$ cat src/rtl/fsqrt_pkg.sv
package fsqrt_pkg;

    typedef enum logic [2:0] {
        CLS_ZERO,
        CLS_SUB,
        CLS_NORM,
        CLS_INF,
        CLS_QNAN,
        CLS_SNAN
    } fclass_e;

    typedef enum logic [1:0] {
        RM_NEAREST = 2'd0,
        RM_TOZERO  = 2'd1,
        RM_UP      = 2'd2,
        RM_DOWN    = 2'd3
    } rmode_e;

    typedef enum logic [1:0] {
        PH_IDLE,
        PH_RUN,
        PH_FIN
    } phase_e;

endpackage

$ cat src/rtl/fsqrt_classify.sv
module fsqrt_classify
    import fsqrt_pkg::*;
#(
    parameter  int EXP_W  = 8,
    parameter  int FRAC_W = 23,
    localparam int WIDTH  = 1 + EXP_W + FRAC_W
) (
    input  logic [WIDTH-1:0] op,
    output fclass_e          cls,
    output logic             neg
);
    logic [EXP_W-1:0]  ex;
    logic [FRAC_W-1:0] fr;

    assign ex  = op[WIDTH-2:FRAC_W];
    assign fr  = op[FRAC_W-1:0];
    assign neg = op[WIDTH-1];

    always_comb begin
        if (&ex) begin
            if (fr == '0)            cls = CLS_INF;
            else if (fr[FRAC_W-1])   cls = CLS_QNAN;
            else                     cls = CLS_SNAN;
        end else if (ex == '0) begin
            cls = (fr == '0) ? CLS_ZERO : CLS_SUB;
        end else begin
            cls = CLS_NORM;
        end
    end
endmodule

$ cat src/rtl/fsqrt_prenorm.sv
module fsqrt_prenorm #(
    parameter  int EXP_W  = 8,
    parameter  int FRAC_W = 23,
    localparam int WIDTH  = 1 + EXP_W + FRAC_W,
    localparam int RAD_W  = FRAC_W + 6,
    localparam int SEXP_W = EXP_W + 2,
    localparam int CNT_W  = $clog2(FRAC_W + 1)
) (
    input  logic [WIDTH-1:0]         op,
    output logic [RAD_W-1:0]         radicand,
    output logic signed [SEXP_W-1:0] half_exp
);
    localparam int BIAS = (1 << (EXP_W - 1)) - 1;
    localparam logic signed [SEXP_W-1:0] BIAS_S = SEXP_W'(BIAS);
    localparam logic signed [SEXP_W-1:0] ONE_S  = SEXP_W'(1);

    logic [EXP_W-1:0]  ex;
    logic [FRAC_W-1:0] fr;

    assign ex = op[WIDTH-2:FRAC_W];
    assign fr = op[FRAC_W-1:0];

    always_comb begin
        logic [CNT_W-1:0]         lead;
        logic [CNT_W-1:0]         shamt;
        logic [FRAC_W:0]          sig;
        logic signed [SEXP_W-1:0] uexp;
        logic [RAD_W-1:0]         rad;

        // highest set fraction bit, for subnormal normalization
        lead = '0;
        for (int k = 0; k < FRAC_W; k++) begin
            if (fr[k]) lead = CNT_W'(k);
        end
        shamt = CNT_W'(FRAC_W) - lead;

        if (ex == '0) begin
            sig  = {1'b0, fr} << shamt;
            uexp = ONE_S - $signed({{(SEXP_W-CNT_W){1'b0}}, shamt});
        end else begin
            sig  = {1'b1, fr};
            uexp = $signed({2'b00, ex});
        end
        uexp = uexp - BIAS_S;

        rad = {{(RAD_W-FRAC_W-1){1'b0}}, sig};
        if (uexp[0]) rad = rad << 1;
        radicand = rad << 1;
        half_exp = uexp >>> 1;
    end
endmodule

$ cat src/rtl/fsqrt_step.sv
module fsqrt_step #(
    parameter int W = 29
) (
    input  logic [W-1:0] rem_i,
    input  logic [W-1:0] s_i,
    input  logic [W-1:0] q_i,
    input  logic [W-1:0] r_i,
    output logic [W-1:0] rem_o,
    output logic [W-1:0] s_o,
    output logic [W-1:0] q_o,
    output logic [W-1:0] r_o
);
    always_comb begin
        logic [W-1:0] trial;
        logic [W-1:0] rem_n;
        trial = s_i + r_i;
        if (trial <= rem_i) begin
            s_o   = trial + r_i;
            rem_n = rem_i - trial;
            q_o   = q_i + r_i;
        end else begin
            s_o   = s_i;
            rem_n = rem_i;
            q_o   = q_i;
        end
        rem_o = rem_n << 1;
        r_o   = r_i >> 1;
    end
endmodule

$ cat src/rtl/fsqrt_pack.sv
module fsqrt_pack
    import fsqrt_pkg::*;
#(
    parameter  int EXP_W  = 8,
    parameter  int FRAC_W = 23,
    localparam int WIDTH  = 1 + EXP_W + FRAC_W,
    localparam int QW     = FRAC_W + 6,
    localparam int SEXP_W = EXP_W + 2
) (
    input  logic [QW-1:0]            q,
    input  logic                     rnd_up,
    input  rmode_e                   rm,
    input  logic signed [SEXP_W-1:0] half_exp,
    output logic [WIDTH-1:0]         word
);
    localparam int BIAS = (1 << (EXP_W - 1)) - 1;
    localparam logic [WIDTH-1:0] BASE = WIDTH'(BIAS - 1) << FRAC_W;

    logic [WIDTH-1:0] exp_sext;
    assign exp_sext = {{(WIDTH-SEXP_W){half_exp[SEXP_W-1]}}, half_exp};

    always_comb begin
        logic [QW-1:0] qr;
        qr = q;
        if (rnd_up) begin
            case (rm)
                RM_UP:      qr = q + QW'(2);
                RM_NEAREST: qr = q + {{(QW-1){1'b0}}, q[0]};
                default:    qr = q;
            endcase
        end
        word = WIDTH'(qr >> 1) + BASE + (exp_sext << FRAC_W);
    end
endmodule

$ cat src/rtl/fsqrt_iter.sv
module fsqrt_iter
    import fsqrt_pkg::*;
#(
    parameter  int EXP_W  = 8,
    parameter  int FRAC_W = 23,
    localparam int WIDTH  = 1 + EXP_W + FRAC_W
) (
    input  logic             clk,
    input  logic             rst_n,
    input  logic             start,
    input  logic [WIDTH-1:0] operand,
    input  logic [1:0]       rnd_mode,
    output logic             busy,
    output logic             done,
    output logic [WIDTH-1:0] result,
    output logic             invalid,
    output logic             inexact
);
    localparam int W      = FRAC_W + 6;
    localparam int SEXP_W = EXP_W + 2;
    localparam logic [WIDTH-1:0] DEF_NAN = {1'b0, {EXP_W{1'b1}}, 1'b1, {(FRAC_W-1){1'b0}}};
    localparam logic [W-1:0]     R_INIT  = W'(1) << (FRAC_W + 1);

    typedef struct packed {
        phase_e                   phase;
        logic [W-1:0]             rem;
        logic [W-1:0]             s;
        logic [W-1:0]             q;
        logic [W-1:0]             r;
        logic signed [SEXP_W-1:0] hexp;
        rmode_e                   rm;
        logic [WIDTH-1:0]         res;
        logic                     inv;
        logic                     inx;
        logic                     done;
    } state_t;

    state_t st_q, st_d;

    fclass_e                  cls;
    logic                     neg;
    logic [W-1:0]             rad;
    logic signed [SEXP_W-1:0] hexp;
    logic [W-1:0]             rem_n, s_n, q_n, r_n;
    logic [WIDTH-1:0]         packed_w;

    fsqrt_classify #(.EXP_W(EXP_W), .FRAC_W(FRAC_W)) u_cls (
        .op (operand),
        .cls(cls),
        .neg(neg)
    );

    fsqrt_prenorm #(.EXP_W(EXP_W), .FRAC_W(FRAC_W)) u_norm (
        .op      (operand),
        .radicand(rad),
        .half_exp(hexp)
    );

    fsqrt_step #(.W(W)) u_step (
        .rem_i(st_q.rem), .s_i(st_q.s), .q_i(st_q.q), .r_i(st_q.r),
        .rem_o(rem_n),    .s_o(s_n),    .q_o(q_n),    .r_o(r_n)
    );

    fsqrt_pack #(.EXP_W(EXP_W), .FRAC_W(FRAC_W)) u_pack (
        .q       (st_q.q),
        .rnd_up  (st_q.rem != '0),
        .rm      (st_q.rm),
        .half_exp(st_q.hexp),
        .word    (packed_w)
    );

    always_comb begin
        st_d      = st_q;
        st_d.done = 1'b0;
        case (st_q.phase)
            PH_IDLE: begin
                if (start) begin
                    st_d.inv = 1'b0;
                    st_d.inx = 1'b0;
                    st_d.rm  = rmode_e'(rnd_mode);
                    case (cls)
                        CLS_SNAN: begin
                            st_d.res  = DEF_NAN;
                            st_d.inv  = 1'b1;
                            st_d.done = 1'b1;
                        end
                        CLS_QNAN, CLS_ZERO: begin
                            st_d.res  = operand;
                            st_d.done = 1'b1;
                        end
                        CLS_INF: begin
                            st_d.res  = neg ? DEF_NAN : operand;
                            st_d.inv  = neg;
                            st_d.done = 1'b1;
                        end
                        default: begin
                            if (neg) begin
                                st_d.res  = DEF_NAN;
                                st_d.inv  = 1'b1;
                                st_d.done = 1'b1;
                            end else begin
                                st_d.phase = PH_RUN;
                                st_d.rem   = rad;
                                st_d.s     = '0;
                                st_d.q     = '0;
                                st_d.r     = R_INIT;
                                st_d.hexp  = hexp;
                            end
                        end
                    endcase
                end
            end
            PH_RUN: begin
                st_d.rem = rem_n;
                st_d.s   = s_n;
                st_d.q   = q_n;
                st_d.r   = r_n;
                if (r_n == '0) st_d.phase = PH_FIN;
            end
            PH_FIN: begin
                st_d.res   = packed_w;
                st_d.inx   = (st_q.rem != '0);
                st_d.done  = 1'b1;
                st_d.phase = PH_IDLE;
            end
            default: st_d.phase = PH_IDLE;
        endcase
    end

    always_ff @(posedge clk or negedge rst_n) begin
        if (!rst_n) st_q <= '0;
        else        st_q <= st_d;
    end

    assign busy    = (st_q.phase != PH_IDLE);
    assign done    = st_q.done;
    assign result  = st_q.res;
    assign invalid = st_q.inv;
    assign inexact = st_q.inx;
endmodule

$ cat config.mk
export PLATFORM = sky130hd
export DESIGN_NAME = fsqrt_iter
export DESIGN_NICKNAME = d
export VERILOG_FILES = /design/src/rtl/fsqrt_pkg.sv /design/src/rtl/fsqrt_classify.sv /design/src/rtl/fsqrt_prenorm.sv /design/src/rtl/fsqrt_step.sv /design/src/rtl/fsqrt_pack.sv /design/src/rtl/fsqrt_iter.sv
export SDC_FILE = /design/constraint.sdc
export NUM_CORES = 1
export LEC_CHECK = 0
export BUFFER_PORTS_ARGS = -buffer_cell sky130_fd_sc_hd__buf_2
export CAP_MARGIN = 0
export CORE_UTILIZATION = 30
export CTS_BUF_LIST = sky130_fd_sc_hd__clkbuf_16
export DETAILED_ROUTE_END_ITERATION = 16
export PLACE_DENSITY = 0.47
export SYNTH_ARGS = -nofsm -noshare
export SYNTH_HDL_FRONTEND = slang
export SYNTH_SLANG_ARGS = --single-unit
export TNS_END_PERCENT = 5
$ cat constraint.sdc
create_clock -name clk -period 6.31 [get_ports clk]
set_input_delay 1.262 -clock clk [delete_from_list [all_inputs] [get_ports clk]]
set_output_delay 1.262 -clock clk [all_outputs]
set_load 0.02 [all_outputs]
-- Yosys cells after proc, flatten, opt, wreduce, memory -nomap -nowiden
Index checks and enable logic that the tools add are counted.
- add/sub/neg operators: 11
- order comparisons: 1
- equality and inequality tests: 12
- shift operators: 1
- muxes and demuxes: 49
- bitwise operators: 2
- reduce and logical (&&, ||, !) cells: 20
- operators by type and width (cell ; number):
    $mux W128 ; 2
    $pmux W116 S2 ; 1
    $mux W165 ; 1
    $mux W5 ; 21
    $pmux W32 S3 ; 1
    $add A29 B29 Y29 ; 3
    $mux W29 ; 3
    $pmux W32 S2 ; 1
    $pmux W29 S2 ; 1
    $mux W33 ; 1
    $add A31 B32 Y32 ; 1
    $add A28 B30 Y31 const B ; 1
    $mux W31 ; 1
    $add A29 B1 Y29 ; 1
    $add A29 B2 Y29 const B ; 1
    $le A29 B29 Y1 ; 1
    $logic_not A29 Y1 ; 1
    $reduce_bool A29 Y1 ; 1
    $mux W28 ; 1
    $sub A28 B28 Y28 ; 1
    $mux W25 ; 1
    $mux W24 ; 1
    $shl A23 B5 Y24 ; 1
    $logic_not A23 Y1 ; 1
    other kinds (28) ; 47
- register bits: 164
- bits of input ports: 37
- output and inout bits: 36
- logic and storage cells: 107

-- Depth between registers and ports, before layout
Gate-level depths: netlist of the first run.
- depth after elaboration: 31
- gate-level depth with buffers: 23
- gate-level depth less buffers: 23

-- Hierarchy
From an unflattened synthesis of the first run, not the netlist that was laid out.
- cells, all modules: 2494
- area, all modules: 18697.9 µm²
- by module, submodules not included (module ; times used ; cells each ; area each (µm²) ; sequential area each (µm²)):
    fsqrt_step ; 1 ; 1122 ; 7528.5 ; 0.0
    fsqrt_iter ; 1 ; 823 ; 7512.2 ; 4129.0
    fsqrt_prenorm ; 1 ; 360 ; 2322.2 ; 0.0
    fsqrt_pack ; 1 ; 171 ; 1218.7 ; 0.0
    fsqrt_classify ; 1 ; 18 ; 116.4 ; 0.0

-- Least setup slack after synthesis of the first run
OpenSTA, ideal clock, no wires.
- kind: register to register
- start: register st_q[48] (netlist bit)
- end: register st_q[109] (netlist bit)
- library setup time: 0.110 ns
- arrival time: 5.159 ns
- data required time: 6.200 ns
- path slack: 1.041 ns
- cell stages (with the launch flop): 21
- clock period less this slack: 5.269 ns
- cell sequence: dfrtp_1 ha_1 a211o_1 a2111oi_0 nor3_1 o32ai_1 o31ai_1 a21oi_1 o21bai_1 a21oi_1 xnor2_1 ha_1 nand2_1 o21ai_0 a2111oi_0 nand3_1 a41o_1 a21oi_1 nor2_1 clkbuf_1 o41ai_1
- longest elaborated chain between the ends: 4
- elaborated cells between the ends (all ways): 7
- RTL lines (what ; RTL line ; source):
    start, declared ; fsqrt_iter.sv:38 ; state_t st_q, st_d;
    start signal, assigned ; fsqrt_iter.sv:132 ; else st_q <= st_d;
    $add A29 B29 Y29 ; fsqrt_step.sv:16 ; trial = s_i + r_i;
    $add A29 B29 Y29 or $le A29 B29 Y1 (tied branches) ; fsqrt_step.sv:18, fsqrt_step.sv:17 ;
    $mux W29 or $ne A2 B1 Y1 (tied branches) ; - ;
    $pmux W116 S2 or $reduce_and A5 Y1 (tied branches) ; - ;
Parallel ways exist; a longest one is shown, timed or not. The select of a mux whose other input is x is not followed.
A chain may end at the register's enable or synchronous reset.

-- Final worst setup path of the first run
- start: register st_q[47] (netlist bit)
- end: register st_q[152] (netlist bit)
- longest elaborated chain between the ends: 4
- elaborated cells between the ends (all ways): 5
- RTL lines (what ; RTL line ; source):
    $add A29 B29 Y29 (*) ; fsqrt_step.sv:16 ;
    $sub A28 B28 Y28 or $le A29 B29 Y1 (tied branches) ; fsqrt_step.sv:19, fsqrt_step.sv:17 ;
    $mux W28 (*) ; fsqrt_step.sv:17 ; if (trial <= rem_i) begin
    $pmux W116 S2 (*) ; fsqrt_iter.sv:75 ; case (st_q.phase)
Every way passes the cells marked *; elsewhere a longest branch is shown, timed or not.

==> flow_summary.ini, run 1 <==
[status]
status = finished, final reports clean

[route]
ant_nets = 0
drc = 0
wl_um = 58900
vias = 15100
vias_per_cell = 5.60
first_pass_iters = 6
wire_per_inst_um = 21.9
drt_iter0_drc = 1272

[critical_path]
crit_type = flop to flop
r2r-start = st_q[47]
cp.arrival_ps = 6150
crit_end = st_q[152]
rrSetupSlack_ps = 540
crit_start = st_q[47]
cp-start-kind = flop
worstSetupEndpointType = flop
regToRegEndpoint = st_q[152]
crit_required_ps = 6690
path_max_fanout = 36
r2r_cells = 22

[power_and_ir_drop]
powerDensity_mw_per_mm2 = 406
ir_worst_vdd_uv = 258
p_leak_nw = 8.16
power_mw = 7.16

[logic_synthesis]
yosys_warnings = 0
synthArstFlopShare = 1.00
syn_nets = 2163
synth_top_area_share = 0.254
yosysSeqAreaShare = 0.254
yosysTopAreaCell = dfrtp_1
synth-seq-cells = 162
synth_edf_count = 0
ys.flop_type = dfrtp_1
avgSynthCellArea_um2 = 8.12
synthTopCellsByArea = dfrtp_1, ha_1, a21oi_1
synth_cell_types = 90
synth_cells = 1965
syn_area_mm2 = 0.0160

[placed_design]
dpl.hpwl_um = 45200
gp_congestion = 0.921
dpl-instance-area_mm2 = 0.0169
numPortBuffers = 72

[sta]
hold_ws_ps = 486
drv_slew = 0
relSlewSlack = 0.330
skew_ps = 12.0
setup_viol = 0
rsz0062_at_grt = false
timing.fmax_ghz = 0.173
period_needed_ps = 5770
finalCritPeriodShare = 0.915
tns_ps = 0
worstMarginPinSlew_ps = 997
hold_viol = 0

[cts]
ctsRootBufferMaster = clkbuf_16
cts_buffers = 17
clkLatencyLatePin_ps = 500
clk_pin_slew_ps = 80
h-tree-depth = 4
cts_max_path_buffers = 2
cts_tree = done
cts.sinks = 162

[die]
initial_core_util = 0.304
die_w_um = 233
rows = 84
core_mm2 = 0.0526
die_area_mm2 = 0.0541
die_y_um = 233
ioPinCount = 73

[grt]
overflow = 0
grt_max_degree = 60
antenna_found_initial = 1
grt_usage = 0.220
grt_pass1_wl_um = 89400
grt_pass1_vias = 14400

[finish]
stdcell_area_mm2 = 0.0176
layout_common_cells = nor2_1, dfrtp_1, ha_1
fin_util = 0.335
fillers = 5554
drive_above_1_share = 0.103
regArea_mm2 = 0.00405
mostFrequentLayoutCell = nor2_1
multiInputGateArea_mm2 = 0.0108
area_delta_synth_final_pct = 10.4
nNetsFinal = 2186

[flow_run]
cap_violations = 0

[worst_hold_path]
min_path_cells = 2
hold_class = flop to flop
==> report_power, final <==
part | switching, mW | internal, mW | total (mW)
sequential | 0.350 | 1.33 | 1.68
combinational | 2.64 | 1.62 | 4.26
clock | 0.566 | 0.650 | 1.22
==> worst min-delay path by stage <==
stage,to,from
floorplan,result[3],result[3]
global placement,result[27],result[27]
detailed placement,result[27],result[27]
CTS,st_q[107],st_q[107]
global route,result[10],result[10]
finish,result[31],result[31]
==> critical path, stage by stage, from the launching register on <==
cell and delay, ps:
dfrtp_1 440, ha_1 280, a211o_1 330, a2111oi_1 530, nor3_1 200, o32ai_2 400
o31ai_1 180, a211o_1 310, nand2_1 100, o2111ai_1 130, a21oi_1 200, xnor2_1 200
ha_1 330, a21o_1 170, a21oi_1 220, o21ai_0 160, a41o_1 250, nand2_1 120
buf_12 210, nor2_1 100, a221oi_1 330, o21ai_1 120, o32a_1 360
==> routing by layer <==
layer	track usage	routed length, um	vias up
li1	-	-	7257
met1	0.301	27700	7307
met2	0.354	26700	434
met3	0.0304	3090	70
met4	0.0711	1370	0
met5	0	0	-
==> cell type report <==
class | count | area share
antenna | 1 | 0.000142
clock buffer | 17 | 0.0242
clock inverter | 15 | 0.0135
inverter | 117 | 0.0249
multi-input combinational | 1564 | 0.614
sequential | 162 | 0.230
tap | 688 | 0.0489
timing repair buffer | 126 | 0.0445
==> registers in the layout (all words and copies together) (netlist names) <==
signal	count
done	1
invalid	1
result	32
inexact	1
st_q	127
==> through the flow <==
step,worst slack (ps),instances
after floorplan,1040,1965
after global placement,414,2657
after detailed placement,269,2657
after CTS,211,2689
after global routing,13.2,2689
final,539,2690
==> cells by family after synthesis <==
group	after synthesis	synth area share
compound gates	651	0.274
simple gates	577	0.170
buf+inv	239	0.0707
flops	162	0.254
fa+ha+maj	161	0.129
xor+xnor	125	0.0686
mux	50	0.0329
==> synth_stat cells, types with 12 or more instances <==
| library cell | n |
|---|---|
| ha_1 | 156 |
| nor4_1 | 23 |
| nor2b_1 | 19 |
| xnor2_1 | 77 |
| a31oi_1 | 17 |
| a221oi_1 | 30 |
| a211oi_1 | 26 |
| nand2_1 | 145 |
| o211ai_1 | 18 |
| xor2_1 | 48 |
| buf_2 | 16 |
| clkbuf_1 | 55 |
| nand4_1 | 23 |
| dfrtp_1 | 162 |
| a21o_1 | 53 |
| a22o_1 | 27 |
| o21bai_1 | 14 |
| inv_1 | 114 |
| o221ai_1 | 12 |
| and3_1 | 21 |
| o31ai_1 | 23 |
| buf_4 | 42 |
| o21ai_0 | 141 |
| nand2b_1 | 18 |
| nand3_1 | 79 |
| nor3_1 | 37 |
| mux2i_1 | 36 |
| a21oi_1 | 146 |
| nor2_1 | 165 |
| o21a_1 | 29 |
==> what timing repair did <==
item	in CTS	in global routing
resized for setup	0	5
setup buffers	0	0
hold buffers	0	0
setup endpoints to repair	0	32
Note: power is estimated with default switching activity, not from simulation.
==> run 2: changes to the inputs <==
--- a/config.mk
+++ b/config.mk
@@ -10,7 +10,8 @@
 export CORE_UTILIZATION = 30
 export CTS_BUF_LIST = sky130_fd_sc_hd__clkbuf_16
 export DETAILED_ROUTE_END_ITERATION = 16
-export PLACE_DENSITY = 0.47
+export GPL_TIMING_DRIVEN = 0
+export PLACE_DENSITY_LB_ADDON = 0.05
 export SYNTH_ARGS = -nofsm -noshare
 export SYNTH_HDL_FRONTEND = slang
 export SYNTH_SLANG_ARGS = --single-unit
==> run 2 against run 1 <==
  * First-iteration DRC count down 4.0%
  * Die area unchanged
  * Flip-flop and latch count unchanged
  * Sequential power up 4%
  * Core utilization up 0.38 points
  * Setup slack worse by 180 ps
  * Wire length up 11%
  * Non-clock buffer count up 57
  * Sequential share of layout area down 0.25 points
  * Critical path type unchanged
  * Critical endpoint is now st_q[120]
  * Largest cell class unchanged
==> flow_summary.ini, run 2 (synthesized netlist as in run 1, its figures left out) <==
[critical_path]
path_cells = ha_1 > fa_1 > a211oi_2 > o21ai_0 > and2_1 > o21a_1 > o31ai_1 > nor2b_1 > xnor2_1 > ha_1 > nand4_1 > nor3_4 > o311ai_0 > nand3_1 > a41o_1 > a21o_1 > clkbuf_4 > clkbuf_4 > clkbuf_4 > nand3_1 > o41ai_1
path_buf_inv = 3
critical_path.top_delay_family = compound AO/OA/AOI/OAI gates
worstSetupEndpointType = flop
slowest_stage = ha_1
cpMostUsedCell = clkbuf_4
cpPeakStageDelay_ps = 460
cp-start-kind = flop
crit_required_ps = 6690
r2r-start = st_q[47]
crit_start = st_q[47]
cp.arrival_ps = 6330
path_max_fanout = 10
crit_type = flop to flop

[finish]
nNetsFinal = 2243
area_delta_synth_final_pct = 11.7
fin_util = 0.339
layout_common_cells = nor2_1, dfrtp_1, ha_1
largest_reg_flops = 127
antenna_cells = 0
fillers = 5621
regMostFlops = st_q
mostFrequentLayoutCell = nor2_1
instances_no_fill = 2745
regArea_mm2 = 0.00406
drive_above_1_share = 0.105
multiInputGateArea_mm2 = 0.0108

[die]
rows = 84
die_y_um = 233
die_area_mm2 = 0.0541
die_w_um = 233
initial_core_util = 0.304
ioPinCount = 73
core_mm2 = 0.0526

[cts]
cts.sinks = 162
h-tree-depth = 4
clkLatencyLatePin_ps = 480
hold_buffers = 0
cts_tree = done
cts_max_path_buffers = 2
ctsRootBufferMaster = clkbuf_16
cts_buffers = 17
clk_pin_slew_ps = 70

[route]
first_pass_iters = 5
vias = 15400
wl_um = 65400
wire_per_inst_um = 23.8
ant_nets = 0
drc = 0
vias_per_cell = 5.62
drt_iter0_drc = 1221

[sta]
tns_ps = 0
drv_slew = 0
period_needed_ps = 5960
hold_viol = 0
relSlewSlack = 0.385
setup_viol = 0
fin_ws_ps = 354
finalCritPeriodShare = 0.944
worstMarginPinSlew_ps = 915
timing.fmax_ghz = 0.168
skew_ps = 12.2

[worst_hold_path]
hold_class = flop to flop
worstHoldStart = result[3]

[placed_design]
gp_congestion = 0.908
dpl.hpwl_um = 51200
dp.cells = 2713
numPortBuffers = 59
pre_cts_ws_ps = -1310

[power_and_ir_drop]
p_leak_nw = 8.22
ir_worst_vdd_uv = 195
powerDensity_mw_per_mm2 = 423

[grt]
grt_usage = 0.243
antenna_found_initial = 1
grt_pass1_vias = 14700
grt_pass1_wl_um = 97000
grt_max_degree = 106
overflow = 0

[status]
status = finished, final reports clean

[flow_run]
cap_violations = 0
## run 2: changes by cell type in the layout (fill, tap and decap cells not counted), sizes merged
| cell | before | now |
|---|---|---|
| inv | 122 | 123 |
| clkbuf | 17 | 70 |
| clkinv | 7 | 4 |
| dlygate4sd1 | 0 | 1 |
| clkinvlp | 0 | 3 |
| bufinv | 3 | 1 |
| buf | 126 | 129 |
| diode | 1 | 0 |
## run 2: cell type report
cell class	instances	area share
Buffer	122	0.0399
Clock buffer	17	0.0239
Clock inverter	14	0.00759
Inverter	117	0.0247
Multi-Input combinational cell	1564	0.609
Sequential cell	162	0.228
Tap cell	688	0.0483
Timing Repair Buffer	61	0.0191
## run 2: worst register-to-register path, stage by stage, from the launching register on
cell and delay, ps:
dfrtp_1 450, ha_1 290, fa_1 450, a211oi_2 300, o21ai_0 220, and2_1 240
o21a_1 190, o31ai_1 190, nor2b_1 200, xnor2_1 200, ha_1 460, nand4_1 320
nor3_4 360, o311ai_0 260, nand3_1 150, a41o_1 250, a21o_1 190, clkbuf_4 290
clkbuf_4 330, clkbuf_4 320, nand3_1 120, o41ai_1 90
## run 2: power breakdown
group	switching, mW	internal, mW
sequential	0.410	1.33
combinational	3.01	1.73
clock	0.511	0.547
total	3.93	3.60
## run 2: worst paths after layout
| path | slack, ps | endpoint | depth (start not counted) |
|---|---|---|---|
| hold / removal | 490 | result[3] | 2 |
| setup reg to reg | 350 | st_q[120] | 21 |
| min in group asynchronous | 680 | done | 1 |
| max in group asynchronous | 4650 | st_q[146] | 2 |
| hold reg to reg | 490 | result[3] | 2 |
| setup / recovery | 350 | st_q[120] | 21 |
## run 2: per-layer routing
metal	GRT usage	vias up	share of wire
met1	0.334	7506	0.47
met5	0	-	0
met4	0.0756	0	0.024
li1	-	7372	-
met3	0.0401	74	0.054
met2	0.387	474	0.45
## run 2: repair_timing
item | 4_1_cts | 5_1_grt
endpoints found under the hold margin | 0 | 0
endpoints found under the setup margin | 85 | 84
resized for setup | 14 | 28
pin swaps | 1 | 3
buffers inserted | 1 | 0
## run 2: per-stage QoR
| stage | total power, mW | area [um2] | hold slack (ps) |
|---|---|---|---|
| 2_1_floorplan | 4.75 | 16000 | 440 |
| 6_report | 7.53 | 17800 | 488 |
| 4_1_cts | 7.49 | 17800 | 486 |
| 3_3_place_gp | 6.37 | 17100 | 470 |
| 3_5_place_dp | 6.36 | 17100 | 472 |
| 5_1_grt | 8.13 | 17800 | 522 |
==> run 3: changes to the inputs <==
--- a/config.mk
+++ b/config.mk
@@ -6,8 +6,9 @@
 export NUM_CORES = 1
 export LEC_CHECK = 0
 export BUFFER_PORTS_ARGS = -buffer_cell sky130_fd_sc_hd__buf_2
-export CAP_MARGIN = 0
-export CORE_UTILIZATION = 30
+export CAP_MARGIN = 20
+export CORE_MARGIN = 4
+export CORE_UTILIZATION = 27
 export CTS_BUF_LIST = sky130_fd_sc_hd__clkbuf_16
 export DETAILED_ROUTE_END_ITERATION = 16
 export GPL_TIMING_DRIVEN = 0
==> run 3 against run 2 <==
  * Core utilization fell by 3.0 points
  * Global-route usage fell by 3.0 points
  * Clock-buffer cell count did not move
  * Clock power rose by 8%
  * Total power fell by 0.47%
  * Via count rose by 0.32%
  * Maximum frequency rose by 0.59%
  * Die area rose by 17%
  * Register-to-register slack improved by 30 ps
  * Wire length rose by 4.3%
  * Worst hold slack got worse by 4.3 ps
  * Combinational power fell by 2%
  * Critical path type unchanged
  * Largest power group unchanged
  * Highest routed layer unchanged
==> flow_summary.ini, run 3 (synthesized netlist as in run 1, its figures left out) <==
[route]
drt_iter0_drc = 888
first_pass_iters = 7
wire_per_inst_um = 24.1
vias_per_cell = 5.48
wl_um = 68200
drc = 0
ant_nets = 0
vias = 15500

[power_and_ir_drop]
p_comb_frac = 0.618
p_leak_nw = 8.25
sequentialPowerShare = 0.229
pwr-share-clk = 0.152
switchingPower_mw = 3.85
p_sw_frac = 0.513
powerDensity_mw_per_mm2 = 417
ir_worst_vdd_uv = 298
intPower_mw = 3.65

[grt]
grt_pass1_vias = 15500
grt_max_degree = 97
antenna_found_initial = 0
grt_pass1_wl_um = 101000
grt_usage = 0.214
overflow = 0

[placed_design]
gp_congestion = 0.895
dpl.hpwl_um = 53100
numPortBuffers = 59
pre_cts_ws_ps = -1550

[sta]
period_needed_ps = 5920
finalCritPeriodShare = 0.938
hold_ws_ps = 484
worstMarginPinSlew_ps = 1040
setup_viol = 0
hold_viol = 0
relSlewSlack = 0.304
drv_slew = 0
timing.fmax_ghz = 0.169
fin_ws_ps = 389
skew_ps = 20.2

[cts]
cts_buffers = 17
cts_max_path_buffers = 2
h-tree-depth = 4
cts.sinks = 162
cts_tree = done
hold_buffers = 0
clk_pin_slew_ps = 80
clkLatencyLatePin_ps = 510
ctsRootBufferMaster = clkbuf_16

[status]
status = finished, final reports clean

[die]
ioPinCount = 73
die_y_um = 251
rows = 88
initial_core_util = 0.274
core_mm2 = 0.0581
die_area_mm2 = 0.0630
die_w_um = 251

[finish]
mostFrequentLayoutCell = nor2_1
nNetsFinal = 2244
layout_common_cells = nor2_1, dfrtp_1, ha_1
regMostFlops = st_q
antenna_cells = 0
largest_reg_flops = 127
drive_above_1_share = 0.108
fin_util = 0.309
area_delta_synth_final_pct = 12.6

[critical_path]
rrSetupSlack_ps = 390
regToRegEndpoint = st_q[120]
crit_type = flop to flop
worstSetupEndpointType = flop
r2r_cells = 20
r2r-start = st_q[47]
path_max_fanout = 10
cp.arrival_ps = 6310
crit_required_ps = 6700
cp-start-kind = flop

[worst_hold_path]
min_path_cells = 2
worstHoldStart = result[31]
hold_class = flop to flop
hold_end = result[31]

[flow_run]
cap_violations = 0
## run 3: cell count changes in the layout (fill, tap and decap cells not counted), sizes merged
cell    change
bufinv      +1
clkinv      -1
clkbuf      +4
buf         -3
## run 3: critical path, stage by stage, from the launching register on
cell and delay, ps:
dfrtp_1 520, ha_1 340, a211o_1 370, a2111oi_2 420, nor3_1 200, or3_1 370, a21oi_1 180, xnor2_1 190
ha_1 330, clkbuf_1 300, nand4_1 310, nor3_2 290, o311ai_0 270, nand3_1 160, a41o_1 250, a21o_1 200
clkbuf_4 310, clkbuf_4 320, clkbuf_4 290, nand3_1 110, o41ai_1 100
## run 3: layout make-up
cell class | instances | area [um2]
buffer | 122 | 713
clock buffer | 17 | 425
clock inverter | 14 | 169
fill | 6298 | 40200
inverter | 117 | 439
multi-input combinational | 1564 | 10900
sequential | 162 | 4060
tap | 765 | 957
timing repair buffer | 62 | 348
## run 3: worst max path at each step
stage	endpoint	start	cells after the start	slack, ps
final	st_q[120]	st_q[47]	20	390
after global routing	st_q[140]	st_q[47]	22	-40
after CTS	st_q[144]	st_q[47]	21	10
after detailed placement	st_q[105]	st_q[48]	20	-1550
after global placement	st_q[109]	st_q[48]	20	-1880
after floorplan	st_q[109]	st_q[48]	20	1040
## run 3: through the flow
step	setup TNS (ps)	power, mW	instances	instance area (um2)
after floorplan	0	4.75	1965	16000
after global placement	-82560	6.29	2789	17200
after detailed placement	-73160	6.27	2790	17200
after CTS	0	7.50	2823	17900
after global routing	-51.1	8.08	2823	18000
final	0	7.50	2823	18000
## run 3: what timing repair did
item                                    in CTS  in global routing
pin swaps                                    2                  2
buffers inserted                             2                  0
gates resized for setup                     22                 16
endpoints found under the setup margin      86                 83
## run 3: metal layers
metal	part of all wire	vias to the layer above	global-route usage
met1	0.47	7629	0.289
met2	0.46	387	0.353
li1	-	7380	-
met3	0.046	80	0.0355
met5	0	-	0
met4	0.023	0	0.0615
## run 3: power groups by stage
stage          Sequential (mW)  Clock, mW  Combinational, mW
6_report                  1.72       1.14               4.64
5_1_grt                   1.76       1.20               5.12
4_1_cts                   1.72       1.17               4.61
3_5_place_dp              1.73          0               4.53
3_3_place_gp              1.74          0               4.55
2_1_floorplan             1.55          0               3.20
